## src/rtl/dp_alu_pkg.sv

```systemverilog
package dp_alu_pkg;

   typedef enum logic [3:0] {
      OPC_ADD = 4'h4,
      OPC_TST = 4'h8,
      OPC_TEQ = 4'h9,
      OPC_CMP = 4'hA,
      OPC_ORR = 4'hC
   } dp_opc_e;

   typedef struct packed {
      logic n;
      logic z;
      logic c;
      logic v;
   } dp_flags_t;

endpackage

```

## src/rtl/dp_op1_sel.sv

```systemverilog
module dp_op1_sel #(
   parameter int DATA_W    = 32,
   parameter int IDX_W     = 4,
   parameter int PC_IDX    = 15,
   parameter int PC_AHEAD  = 8
) (
   input  logic [IDX_W-1:0]  rn_i,
   input  logic [DATA_W-1:0] rn_data_i,
   input  logic [DATA_W-1:0] pc_i,
   output logic [DATA_W-1:0] op1_o
);
   localparam logic [IDX_W-1:0]  PC_SEL = IDX_W'(PC_IDX);
   localparam logic [DATA_W-1:0] AHEAD  = DATA_W'(PC_AHEAD);

   logic [DATA_W-1:0] pc_view;

   generate
      if (PC_AHEAD == 0) begin : g_pc_plain
         assign pc_view = pc_i;
      end else begin : g_pc_ahead
         assign pc_view = pc_i + AHEAD;
      end
   endgenerate

   assign op1_o = (rn_i == PC_SEL) ? pc_view : rn_data_i;

endmodule

```

## src/rtl/dp_alu_core.sv

```systemverilog
module dp_alu_core
   import dp_alu_pkg::*;
#(
   parameter int DATA_W = 32,
   parameter int IDX_W  = 4,
   parameter int PC_IDX = 15
) (
   input  logic [3:0]        opcode_i,
   input  logic              set_flags_i,
   input  logic [IDX_W-1:0]  rd_i,
   input  logic [DATA_W-1:0] op1_i,
   input  logic [DATA_W-1:0] op2_i,
   input  logic              shift_carry_i,
   input  dp_flags_t         flags_i,
   output logic [DATA_W-1:0] res_o,
   output logic              wr_rd_o,
   output logic              wr_flags_o,
   output logic              wr_res_o,
   output dp_flags_t         flags_o,
   output logic              illegal_o
);
   localparam int               MSB    = DATA_W - 1;
   localparam logic [IDX_W-1:0] PC_SEL = IDX_W'(PC_IDX);

   logic [DATA_W:0]   sum_w;
   logic [DATA_W-1:0] diff_w;
   logic              pc_s_clash;

   assign sum_w      = {1'b0, op1_i} + {1'b0, op2_i};
   assign diff_w     = op1_i - op2_i;
   assign pc_s_clash = set_flags_i && (rd_i == PC_SEL);

   always_comb begin
      res_o      = '0;
      wr_rd_o    = 1'b0;
      wr_flags_o = 1'b0;
      wr_res_o   = 1'b0;
      illegal_o  = 1'b0;
      flags_o    = flags_i;
      if (pc_s_clash) begin
         illegal_o = 1'b1;
      end else begin
         case (opcode_i)
            OPC_ADD: begin
               res_o      = sum_w[MSB:0];
               wr_rd_o    = 1'b1;
               wr_res_o   = 1'b1;
               wr_flags_o = set_flags_i;
               flags_o.c  = sum_w[DATA_W];
               flags_o.v  = (op1_i[MSB] == op2_i[MSB]) && (sum_w[MSB] != op1_i[MSB]);
            end
            OPC_ORR: begin
               res_o      = op1_i | op2_i;
               wr_rd_o    = 1'b1;
               wr_res_o   = 1'b1;
               wr_flags_o = set_flags_i;
               flags_o.c  = shift_carry_i;
            end
            OPC_TST: begin
               res_o      = op1_i & op2_i;
               wr_res_o   = 1'b1;
               wr_flags_o = 1'b1;
               flags_o.c  = shift_carry_i;
            end
            OPC_TEQ: begin
               res_o      = op1_i ^ op2_i;
               wr_res_o   = 1'b1;
               wr_flags_o = 1'b1;
               flags_o.c  = shift_carry_i;
            end
            OPC_CMP: begin
               res_o      = diff_w;
               wr_res_o   = 1'b1;
               wr_flags_o = 1'b1;
               flags_o.c  = (op2_i <= op1_i);
               flags_o.v  = ((op1_i[MSB] ^ diff_w[MSB]) & (~op2_i[MSB] ^ diff_w[MSB]));
            end
            default: illegal_o = 1'b1;
         endcase
         flags_o.n = res_o[MSB];
         flags_o.z = (res_o == '0);
      end
   end

   always_comb begin
      if (illegal_o) begin
         a_r10_no_write_when_illegal: assert (!wr_rd_o && !wr_flags_o && !wr_res_o)
            else $error("illegal request still writes");
      end
   end

endmodule

```

## src/rtl/dp_alu_top.sv

```systemverilog
module dp_alu_top
   import dp_alu_pkg::*;
#(
   parameter int DATA_W   = 32,
   parameter int IDX_W    = 4,
   parameter int PC_IDX   = 15,
   parameter int PC_AHEAD = 8
) (
   input  logic              clk,
   input  logic              rst_n,
   input  logic              valid_i,
   input  logic [3:0]        opcode_i,
   input  logic              set_flags_i,
   input  logic [IDX_W-1:0]  rd_i,
   input  logic [IDX_W-1:0]  rn_i,
   input  logic [DATA_W-1:0] rn_data_i,
   input  logic [DATA_W-1:0] pc_i,
   input  logic [DATA_W-1:0] op2_i,
   input  logic              shift_carry_i,
   output logic [DATA_W-1:0] result_o,
   output logic              rd_we_o,
   output logic [IDX_W-1:0]  rd_idx_o,
   output logic [3:0]        flags_o,
   output logic              err_o
);
   localparam logic [IDX_W-1:0] PC_SEL = IDX_W'(PC_IDX);

   initial begin
      a_param_width: assert (DATA_W >= 8) else $error("DATA_W too small");
      a_param_pc:    assert (PC_IDX < (1 << IDX_W)) else $error("PC_IDX out of range");
   end

   logic [DATA_W-1:0] op1_w, res_w;
   logic              wr_rd_w, wr_flags_w, wr_res_w, illegal_w;
   dp_flags_t         flags_q, flags_nxt;

   dp_op1_sel #(.DATA_W(DATA_W), .IDX_W(IDX_W), .PC_IDX(PC_IDX), .PC_AHEAD(PC_AHEAD)) op1_i (
      .rn_i      (rn_i),
      .rn_data_i (rn_data_i),
      .pc_i      (pc_i),
      .op1_o     (op1_w)
   );

   dp_alu_core #(.DATA_W(DATA_W), .IDX_W(IDX_W), .PC_IDX(PC_IDX)) core_i (
      .opcode_i      (opcode_i),
      .set_flags_i   (set_flags_i),
      .rd_i          (rd_i),
      .op1_i         (op1_w),
      .op2_i         (op2_i),
      .shift_carry_i (shift_carry_i),
      .flags_i       (flags_q),
      .res_o         (res_w),
      .wr_rd_o       (wr_rd_w),
      .wr_flags_o    (wr_flags_w),
      .wr_res_o      (wr_res_w),
      .flags_o       (flags_nxt),
      .illegal_o     (illegal_w)
   );

   always_ff @(posedge clk or negedge rst_n) begin
      if (!rst_n) begin
         result_o <= '0;
         rd_we_o  <= 1'b0;
         rd_idx_o <= '0;
         flags_q  <= '0;
         err_o    <= 1'b0;
      end else begin
         rd_we_o <= valid_i && wr_rd_w;
         err_o   <= valid_i && illegal_w;
         if (valid_i) rd_idx_o <= rd_i;
         if (valid_i && wr_res_w) result_o <= res_w;
         if (valid_i && wr_flags_w) flags_q <= flags_nxt;
      end
   end

   assign flags_o = flags_q;

   a_r2_idle_holds: assert property (@(posedge clk) disable iff (!rst_n)
      !valid_i |=> (!rd_we_o && !err_o && $stable(flags_o) && $stable(result_o)))
      else $error("idle cycle changed state");

   a_r2_err_excludes_write: assert property (@(posedge clk) disable iff (!rst_n)
      err_o |-> !rd_we_o)
      else $error("error and write together");

   a_r7_logic_keeps_v: assert property (@(posedge clk) disable iff (!rst_n)
      (valid_i && (opcode_i == OPC_TST || opcode_i == OPC_TEQ)) |=>
         (flags_o[0] == $past(flags_o[0]) && !rd_we_o))
      else $error("test op touched V or Rd");

   a_r8_cmp_no_write: assert property (@(posedge clk) disable iff (!rst_n)
      (valid_i && opcode_i == OPC_CMP) |=> !rd_we_o)
      else $error("compare wrote Rd");

   a_r9_pc_s_refused: assert property (@(posedge clk) disable iff (!rst_n)
      (valid_i && set_flags_i && rd_i == PC_SEL) |=>
         (err_o && !rd_we_o && $stable(flags_o)))
      else $error("S with Rd=15 not refused");

endmodule

```

## config.mk

```make
export PLATFORM = sky130hd
export DESIGN_NAME = dp_alu_top
export DESIGN_NICKNAME = d
export VERILOG_FILES = /design/src/rtl/dp_alu_pkg.sv /design/src/rtl/dp_op1_sel.sv /design/src/rtl/dp_alu_core.sv /design/src/rtl/dp_alu_top.sv
export SDC_FILE = /design/constraint.sdc
export NUM_CORES = 1
export LEC_CHECK = 0
export BUFFER_PORTS_ARGS = -buffer_cell sky130_fd_sc_hd__buf_2
export CORE_UTILIZATION = 55
export DETAILED_ROUTE_END_ITERATION = 6
export GPL_ROUTABILITY_DRIVEN = 1
export PLACE_DENSITY = 0.81
export SLEW_MARGIN = 0
export SYNTH_ARGS = -nofsm -noshare
export SYNTH_HDL_FRONTEND = slang
export SYNTH_SLANG_ARGS = --single-unit
export TNS_END_PERCENT = 30
```

## constraint.sdc

```tcl
create_clock -name clk -period 0.8 [get_ports clk]
set_input_delay 0.08 -clock clk [delete_from_list [all_inputs] [get_ports clk]]
set_output_delay 0.08 -clock clk [all_outputs]
set_load 0.01 [all_outputs]
```

==> flow_summary_export.csv, run 1 <==
group,metric,value,unit
floorplan,die_height,125,um
placement,dp.final_hpwl,30100,um
global_route,overflow,449,
synth,netlist.area_leader.share,16.3,%
floorplan,die_width,125,um
floorplan,floorplan.initialDensity,56.9,%
synth,synth_edf_count,0,
synth,synth.net_count,1386,
synth,synthesis.yosys.warnings,0,
global_route,grt_first_pass_wirelength,111000,um
clocking,cts.sinks,42,
synth,yosys-top-cells-area,"sky130_fd_sc_hd__ha_1, sky130_fd_sc_hd__dfrtp_1, sky130_fd_sc_hd__o21ai_0, sky130_fd_sc_hd__nand2_1, sky130_fd_sc_hd__a21oi_1",
clocking,clk_buf_depth,2,
floorplan,rows,44,
synth,asyncSetResetFlopFracSynth,100,%
floorplan,top_level_ports,155,
synth,yosys.cell_count.top_type,"sky130_fd_sc_hd__nand2_1",
global_route,vias_in_the_first_global_route,17800,
placement,buffer_ports.inserted,154,
synth,synthDominantAreaCellType,"sky130_fd_sc_hd__ha_1",
synth,ys_top_cells_by_count,"sky130_fd_sc_hd__nand2_1, sky130_fd_sc_hd__ha_1, sky130_fd_sc_hd__inv_1",
clocking,cts_buffers,5,
global_route,grt_max_degree,37,
synth,synth-seq-cells,42,
clocking,cts_root_buffer,"sky130_fd_sc_hd__clkbuf_16",
placement,dp_cells,1867,
placement,place_congestion,1.07,
global_route,grtUsageTotal,89.1,%
synth,synthesis.instances,1162,
synth,yosysUniqueCellTypes,98,
run_status,status,"stopped before the end",
run_status,lastStage,"global routing (5_1_grt)",
synth,syn-mean-instance-area,7.20,um2
synth,synth_area,8370,um2
synth,synth_top_flop_cell,"sky130_fd_sc_hd__dfrtp_1",
synth,synth-seq-area-share,12.6,%
run_status,run.stop_error,"[ERROR GRT-0116] Global routing finished with congestion. Check the congestion regions in the DRC Viewer.",
clocking,clock_tree.htree_level_count,2,
==> cell families after synthesis <==
kind of cell | share of synthesized area [%]
AOI/OAI and AO/OA | 30.4
xor gates and xnor gates | 4.81
adders and majority gates | 16.8
buffers and inverters | 8.22
DFF | 12.6
muxes | 3.84
and+or+nand+nor | 23.4
==> per-stage QoR <==
stage          cell area, um2  TNS [ps]  worst slack [ps]
2_1_floorplan            8510    -76210             -3020
4_1_cts                 14300    -83200             -3050
3_3_place_gp            12500    -94440             -3420
3_5_place_dp            12500   -100760             -3730
==> routing by layer <==
layer | GRT usage, % | GRT overflow
met1 | 85.3 | 12
met2 | 107 | 284
met3 | 73.7 | 4
met4 | 101 | 148
met5 | 29.4 | 1
==> what timing repair did <==
| action | in CTS |
|---|---|
| hold buffers | 1 |
| hold endpoints to repair | 42 |
| buffers inserted | 50 |
| resized for setup | 301 |
| endpoints found under the setup margin | 79 |
| pin swaps | 120 |
==> run 2, diff against run 1 <==
Settings changed: CORE_UTILIZATION 55 to 40, PLACE_DENSITY 0.81 to not set, PLACE_DENSITY_LB_ADDON set to 0.15.
==> run 2 against run 1 <==
Compared with the run above:
- the flow now finishes, with violations (negative setup slack)
- synthesized cell count is the same
- area after synthesis is the same
==> flow_summary_export.csv, run 2 <==
group,metric,value,unit
placement,dp_slack,-3950,ps
global_route,grt_max_degree,32,
synth,synth_top_flop_cell,"sky130_fd_sc_hd__dfrtp_1",
synth,asyncSetResetFlopFracSynth,100,%
setup_path,slowest_stage_cell_on_the_critical_path,"sky130_fd_sc_hd__or4_4",
setup_path,rrSetupSlack,10,ps
synth,synth_edf_count,0,
sta,fin_tns_setup,-85080,ps
setup_path,timing.critical_path.slowest_cell_delay,540,ps
final_layout,drive_above_1_share,55.3,%
sta,timing.slew.headroom,37.1,%
synth,synthesis.instances,1162,
clocking,worstSkewPairLatency,290,ps
detailed_routing,initialDrtViolationCount,839,
setup_path,critical_path.cell_chain,"buf_8 -> nand3_4 -> or4_4 -> buf_6 -> nor2_4 -> nand2_1 -> xor2_1 -> o21ai_2 -> ha_4 -> inv_1 -> o31ai_4 -> a21oi_1 -> o21ai_2 -> a211oi_2 -> o211a_1 -> a2111oi_4 -> buf_4 -> nand4_1 -> or4_1 -> nand2_1",
pwr,total_leakage_power,0.00749,uW
clocking,cts_buffers,5,
floorplan,floorplan.core_area,20400,um2
global_route,grtUsageTotal,33.8,%
sta,fin_worst_skew,0,ps
detailed_routing,antenna_left,0,
synth,synthDominantAreaCellType,"sky130_fd_sc_hd__ha_1",
hold_path,worst_hold_path.endpoint,"rd_idx_o[3]",
clocking,clk_buf_depth,2,
synth,yosys.cell_count.top_type,"sky130_fd_sc_hd__nand2_1",
setup_path,crit_type,"in2reg",
final_layout,footprint_of_the_multi_input_gates,8300,um2
hold_path,worstHoldStart,"rd_i[3]",
synth,ys_top_cells_by_count,"sky130_fd_sc_hd__nand2_1, sky130_fd_sc_hd__ha_1, sky130_fd_sc_hd__inv_1",
detailed_routing,via_count,11700,
floorplan,die_width,147,um
final_layout,design.final.nets,2020,
clocking,tritoncts,"built",
placement,buffer_ports.inserted,154,
setup_path,timing.rr.start,"result_o[19]",
final_layout,register_bank_with_the_most_flops,"result_o",
final_layout,fillerInstances,1468,
clocking,clock_tree.htree_level_count,2,
detailed_routing,post_drt_wl_per_cell,18.4,um
synth,synthesis.yosys.warnings,0,
flow_run,maxCapViolCount,0,
placement,place_congestion,0.989,
sta,final.period_utilization,478,%
synth,yosysUniqueCellTypes,98,
setup_path,critPathRequiredTime,1030,ps
floorplan,floorplan.initialDensity,41.1,%
hold_path,min-delay-path-class,"in2reg",
synth,synth.net_count,1386,
setup_path,critical_path_sink_type,"register",
run_status,violations,"negative setup slack",
hold_path,hold_depth,2,
pwr,power.density_cell_area,1080,nW/um2
synth,synth-seq-cells,42,
floorplan,top_level_ports,155,
floorplan,design.die.area,21500,um2
synth,syn-mean-instance-area,7.20,um2
synth,synth-seq-area-share,12.6,%
synth,yosys-top-cells-area,"sky130_fd_sc_hd__ha_1, sky130_fd_sc_hd__dfrtp_1, sky130_fd_sc_hd__o21ai_0, sky130_fd_sc_hd__nand2_1, sky130_fd_sc_hd__a21oi_1",
final_layout,number_of_flip_flops_under_the_largest_register_name,32,
floorplan,die_height,147,um
sta,final_period_minus_worst_setup_slack,3820,ps
sta,finalHoldViolations,0,
synth,synth_area,8370,um2
sta,setup_ws,-3020,ps
detailed_routing,remaining_drcs,0,
global_route,grt_antenna_before_repair,0,
setup_path,r2r_end,"result_o[19]",
sta,worst_slew_pin_slew,930,ps
setup_path,maximum_net_fanout_on_the_critical_path,9,
detailed_routing,routed_via_density,5.66,
setup_path,ff2ff_path_depth,1,
floorplan,rows,52,
setup_path,critical-path-top-delay-family,"simple AND/OR/NAND/NOR gates",
global_route,overflow,0,
placement,dp.final_hpwl,28600,um
final_layout,layout_commonest_cell,"sky130_fd_sc_hd__buf_4",
detailed_routing,routed_wirelength,37900,um
sta,setup_viol_count_final,78,
pwr,finalPower,16800,uW
global_route,vias_in_the_first_global_route,11400,
pwr,irDropWorstVdd,0.846,mV
setup_path,path_buf_inv,4,
final_layout,layout_common_cells,"sky130_fd_sc_hd__buf_4, sky130_fd_sc_hd__buf_2, sky130_fd_sc_hd__nand2_1",
synth,netlist.area_leader.share,16.3,%
final_layout,diodes,0,
detailed_routing,number_of_optimization_iterations_in_the_first_detailed_route_pass,7,
final_layout,final-seq-area,1050,um2
setup_path,crit_arrival,4060,ps
global_route,grt_first_pass_wirelength,58700,um
clocking,cts_root_buffer,"sky130_fd_sc_hd__clkbuf_16",
sta,max_clock_freq,0.262,GHz
final_layout,flow.area_growth_from_synthesis,85.7,%
run_status,status,"finished with violations",
clocking,clkSlewWorstSetupHoldPaths,70,ps
clocking,cts.sinks,42,
sta,rsz0062_at_grt,"yes",
sta,final_max_slew_viol_count,0,
setup_path,crit_path_start_kind,"input port",
[run 2: cell families (layout without fill, tap and decap cells)]
family,after synthesis,count (layout),synth area share (%)
adder cells (fa/ha/maj),111,111,16.8
AO/OA/AOI/OAI,371,371,30.4
XOR/XNOR,46,46,4.81
multiplexers,29,29,3.84
flip-flops,42,42,12.6
AND/OR/NAND/NOR,391,391,23.4
buffers and inverters,172,807,8.22
[run 2: timing repair]
| action | in CTS | in global routing |
|---|---|---|
| endpoints found under the setup margin | 79 | 79 |
| resized for setup | 304 | 131 |
| setup buffers | 59 | 27 |
| pin swaps | 139 | 59 |
| gates cloned | 1 | 0 |
| hold buffers | 1 | 0 |
| hold endpoints to repair | 42 | 0 |
[run 2: how the worst max path moves through the flow]
stage / cells past startpoint / from / slack, ps / endpoint
floorplan: 17 / pc_i[10] / -3020 / flags_o[2]
global placement: 21 / pc_i[3] / -3890 / flags_o[2]
detailed placement: 19 / pc_i[3] / -3950 / flags_o[2]
CTS: 20 / pc_i[11] / -2930 / flags_o[2]
global route: 21 / pc_i[12] / -3170 / flags_o[2]
finish: 20 / pc_i[11] / -3020 / flags_o[2]
[run 2: cell type report]
class / instances / area share [%]
Clock buffer: 5 / 0.805
Clock inverter: 3 / 0.161
Inverter: 109 / 2.68
Multi-Input combinational cell: 948 / 53.4
Sequential cell: 42 / 6.76
Tap cell: 270 / 2.17
Timing Repair Buffer: 690 / 34.0
[run 2: power breakdown]
part	total, uW	internal, uW	switching (uW)
clock network	2090	1170	915
registers	2800	2540	261
logic	11900	6090	5820
[run 2: per-layer routing]
metal / part of all wire (%) / vias up / GRT usage, %
met5: 0 / - / 0
met4: 4.3 / 0 / 12.1
met3: 6.7 / 115 / 2.44
met2: 47 / 563 / 57.3
met1: 42 / 5544 / 44.8
li1: - / 5483 / -
[run 2: stage by stage]
step	utilization [%]	instances	cell area, um2	hold slack, ps
global placement	63.2	1984	12900	-19.0
CTS	72.3	2044	14700	27.7
detailed placement	63.2	1984	12900	-16.0
global route	76.3	2067	15500	30.0
floorplan	-	1162	8510	-216
finish	76.3	2067	15500	30.4
Power figures use the tool's default switching activity.
==> run 3, diff against run 2 <==
Settings changed: REMOVE_ABC_BUFFERS set to 1.
==> run 3 against run 2 <==
Compared with the run above:
- the run still ends with negative setup slack left
- first-iteration DRC count fell by 11%
- power rose by 1.2%
- largest power group unchanged
- design area fell by 0.46%
- core utilization fell by 0.35 points
- critical endpoint unchanged
==> flow_summary_export.csv, run 3 (same netlist as run 2, synthesis figures left out) <==
group,metric,value,unit
run_status,status,"finished with violations",
run_status,violations,"negative setup slack",
global_route,grt_use_met1,44.8,%
pwr,finalPower,17000,uW
placement,dp.final_hpwl,29000,um
final_layout,register_bank_with_the_most_flops,"result_o",
clocking,cts.sinks,42,
sta,max_clock_freq,0.250,GHz
setup_path,crit_path_start_kind,"input port",
floorplan,die_height,147,um
detailed_routing,antenna_left,0,
sta,worst_slew_pin_slew,751,ps
pwr,irDropWorstVdd,0.842,mV
setup_path,maximum_net_fanout_on_the_critical_path,4,
setup_path,crit_type,"in2reg",
hold_path,min-delay-path-class,"in2reg",
final_layout,design.final.nets,2018,
placement,buffer_ports.inserted,154,
sta,final_max_slew_viol_count,0,
setup_path,crit_arrival,4250,ps
sta,fin_worst_skew,0,ps
global_route,vias_in_the_first_global_route,11100,
sta,finalHoldViolations,0,
placement,place_congestion,0.941,
floorplan,rows,52,
floorplan,floorplan.initialDensity,41.1,%
sta,tightest_hold_margin,30.5,ps
detailed_routing,remaining_drcs,0,
final_layout,number_of_flip_flops_under_the_largest_register_name,32,
final_layout,fillerInstances,1550,
final_layout,layout_common_cells,"sky130_fd_sc_hd__buf_4, sky130_fd_sc_hd__buf_2, sky130_fd_sc_hd__nand2_1",
sta,final.period_utilization,500,%
setup_path,rrSetupSlack,0,ps
global_route,grt.busiest_layer,"met2",
final_layout,drive_above_1_share,55.9,%
floorplan,die_width,147,um
detailed_routing,via_count,11600,
floorplan,design.die.area,21500,um2
global_route,grtUsageTotal,33.9,%
sta,setup_ws,-3200,ps
final_layout,finish.utilization,76.0,%
clocking,tritoncts,"built",
detailed_routing,post_drt_wl_per_cell,19.0,um
detailed_routing,routed_via_density,5.60,
global_route,overflow,0,
placement,dp_slack,-3960,ps
final_layout,flow.area_growth_from_synthesis,84.9,%
clocking,cts_root_buffer,"sky130_fd_sc_hd__clkbuf_16",
clocking,worstSkewPairLatency,290,ps
floorplan,floorplan.core_area,20400,um2
setup_path,critical_path_sink_type,"register",
clocking,cts_buffers,5,
pwr,power.density_cell_area,1100,nW/um2
placement,detailed_place.area,12700,um2
global_route,global_route.usage.met3,3.59,%
detailed_routing,number_of_optimization_iterations_in_the_first_detailed_route_pass,5,
detailed_routing,routed_wirelength,39200,um
clocking,clock_tree.htree_level_count,2,
sta,timing.slew.headroom,49.8,%
clocking,clk_buf_depth,2,
sta,rsz0062_at_grt,"yes",
flow_run,maxCapViolCount,0,
floorplan,top_level_ports,155,
final_layout,post_route_cell_area,15500,um2
global_route,grt_max_degree,43,
final_layout,layout_commonest_cell,"sky130_fd_sc_hd__buf_4",
clocking,clkSlewWorstSetupHoldPaths,80,ps
global_route,grtUsageMet2,58.7,%
global_route,grt_first_pass_wirelength,58000,um
sta,final_period_minus_worst_setup_slack,4000,ps
detailed_routing,initialDrtViolationCount,748,
pwr,total_leakage_power,0.00744,uW
setup_path,critPathRequiredTime,1050,ps
sta,setup_viol_count_final,79,
global_route,grt_antenna_before_repair,1,
==> run 3: cell count changes in the layout (fill, tap and decap cells not counted), sizes merged <==
cell / previous run / this run
bufbuf: 1 / 0
clkinvlp: 1 / 2
diode: 0 / 1
clkinv: 1 / 0
buf: 688 / 687
==> run 3: through the flow <==
stage | std cells | setup TNS (ps)
after global routing | 2065 | -91430
after floorplan | 1099 | -113420
after global placement | 1979 | -101040
after detailed placement | 1979 | -103440
after CTS | 2038 | -84770
final | 2066 | -86420
==> run 3: final cells by class <==
class,count,area (um2),area share (%)
Tap cell,270,338,2.18
Multi-Input combinational cell,948,8360,54.0
Antenna cell,1,2.50,0.0162
Inverter,109,419,2.71
Sequential cell,42,1050,6.79
Clock buffer,5,125,0.809
Clock inverter,3,23.8,0.154
Timing Repair Buffer,688,5150,33.3
==> run 3: power by group <==
part	switching, uW	total [uW]	internal [uW]	leakage, uW
Sequential	245	2780	2540	0.000545
Combinational	5910	12000	6070	0.00682
Clock	1080	2250	1170	0.0000664
Total	7230	17000	9780	0.00744
==> run 3: per-layer routing <==
metal / routed length (um) / vias up
met5: 0 / -
met4: 1080 / 0
met3: 2720 / 94
met2: 18800 / 522
met1: 16700 / 5489
li1: - / 5474
==> run 3: timing repair <==
item,in CTS,in global routing
setup buffers,56,36
hold endpoints to repair,42,0
endpoints found under the setup margin,79,79
hold buffers,1,0
gates resized for setup,274,194
pin swaps,134,138
==> run 3: worst paths after layout <==
path / start / end / cells after the start
worst max-delay path: pc_i[11] / flags_o[2] / 22
worst min-delay path: rd_i[3] / rd_idx_o[3] / 2
worst max register to register: result_o[26] / result_o[26] / 1
worst min register to register: result_o[0] / result_o[0] / 2
max in group asynchronous: rst_n / result_o[29] / 3
min in group asynchronous: rst_n / result_o[3] / 3
==> run 3: critical path: stages <==
cell	delay (ps)
sky130_fd_sc_hd__buf_8	80
sky130_fd_sc_hd__nand3_4	80
sky130_fd_sc_hd__or4_4	550
sky130_fd_sc_hd__buf_6	160
sky130_fd_sc_hd__nor3_2	160
sky130_fd_sc_hd__buf_4	140
sky130_fd_sc_hd__xnor2_1	100
sky130_fd_sc_hd__o21ai_1	90
sky130_fd_sc_hd__buf_4	160
sky130_fd_sc_hd__ha_1	310
sky130_fd_sc_hd__inv_2	110
sky130_fd_sc_hd__nand4_1	120
sky130_fd_sc_hd__buf_6	160
sky130_fd_sc_hd__a2111oi_4	360
sky130_fd_sc_hd__buf_4	190
sky130_fd_sc_hd__a2111oi_4	40
sky130_fd_sc_hd__mux2i_1	150
sky130_fd_sc_hd__nor4_2	300
sky130_fd_sc_hd__o311a_1	210
sky130_fd_sc_hd__nand4_1	140
sky130_fd_sc_hd__or4_1	490
sky130_fd_sc_hd__nand2_1	70
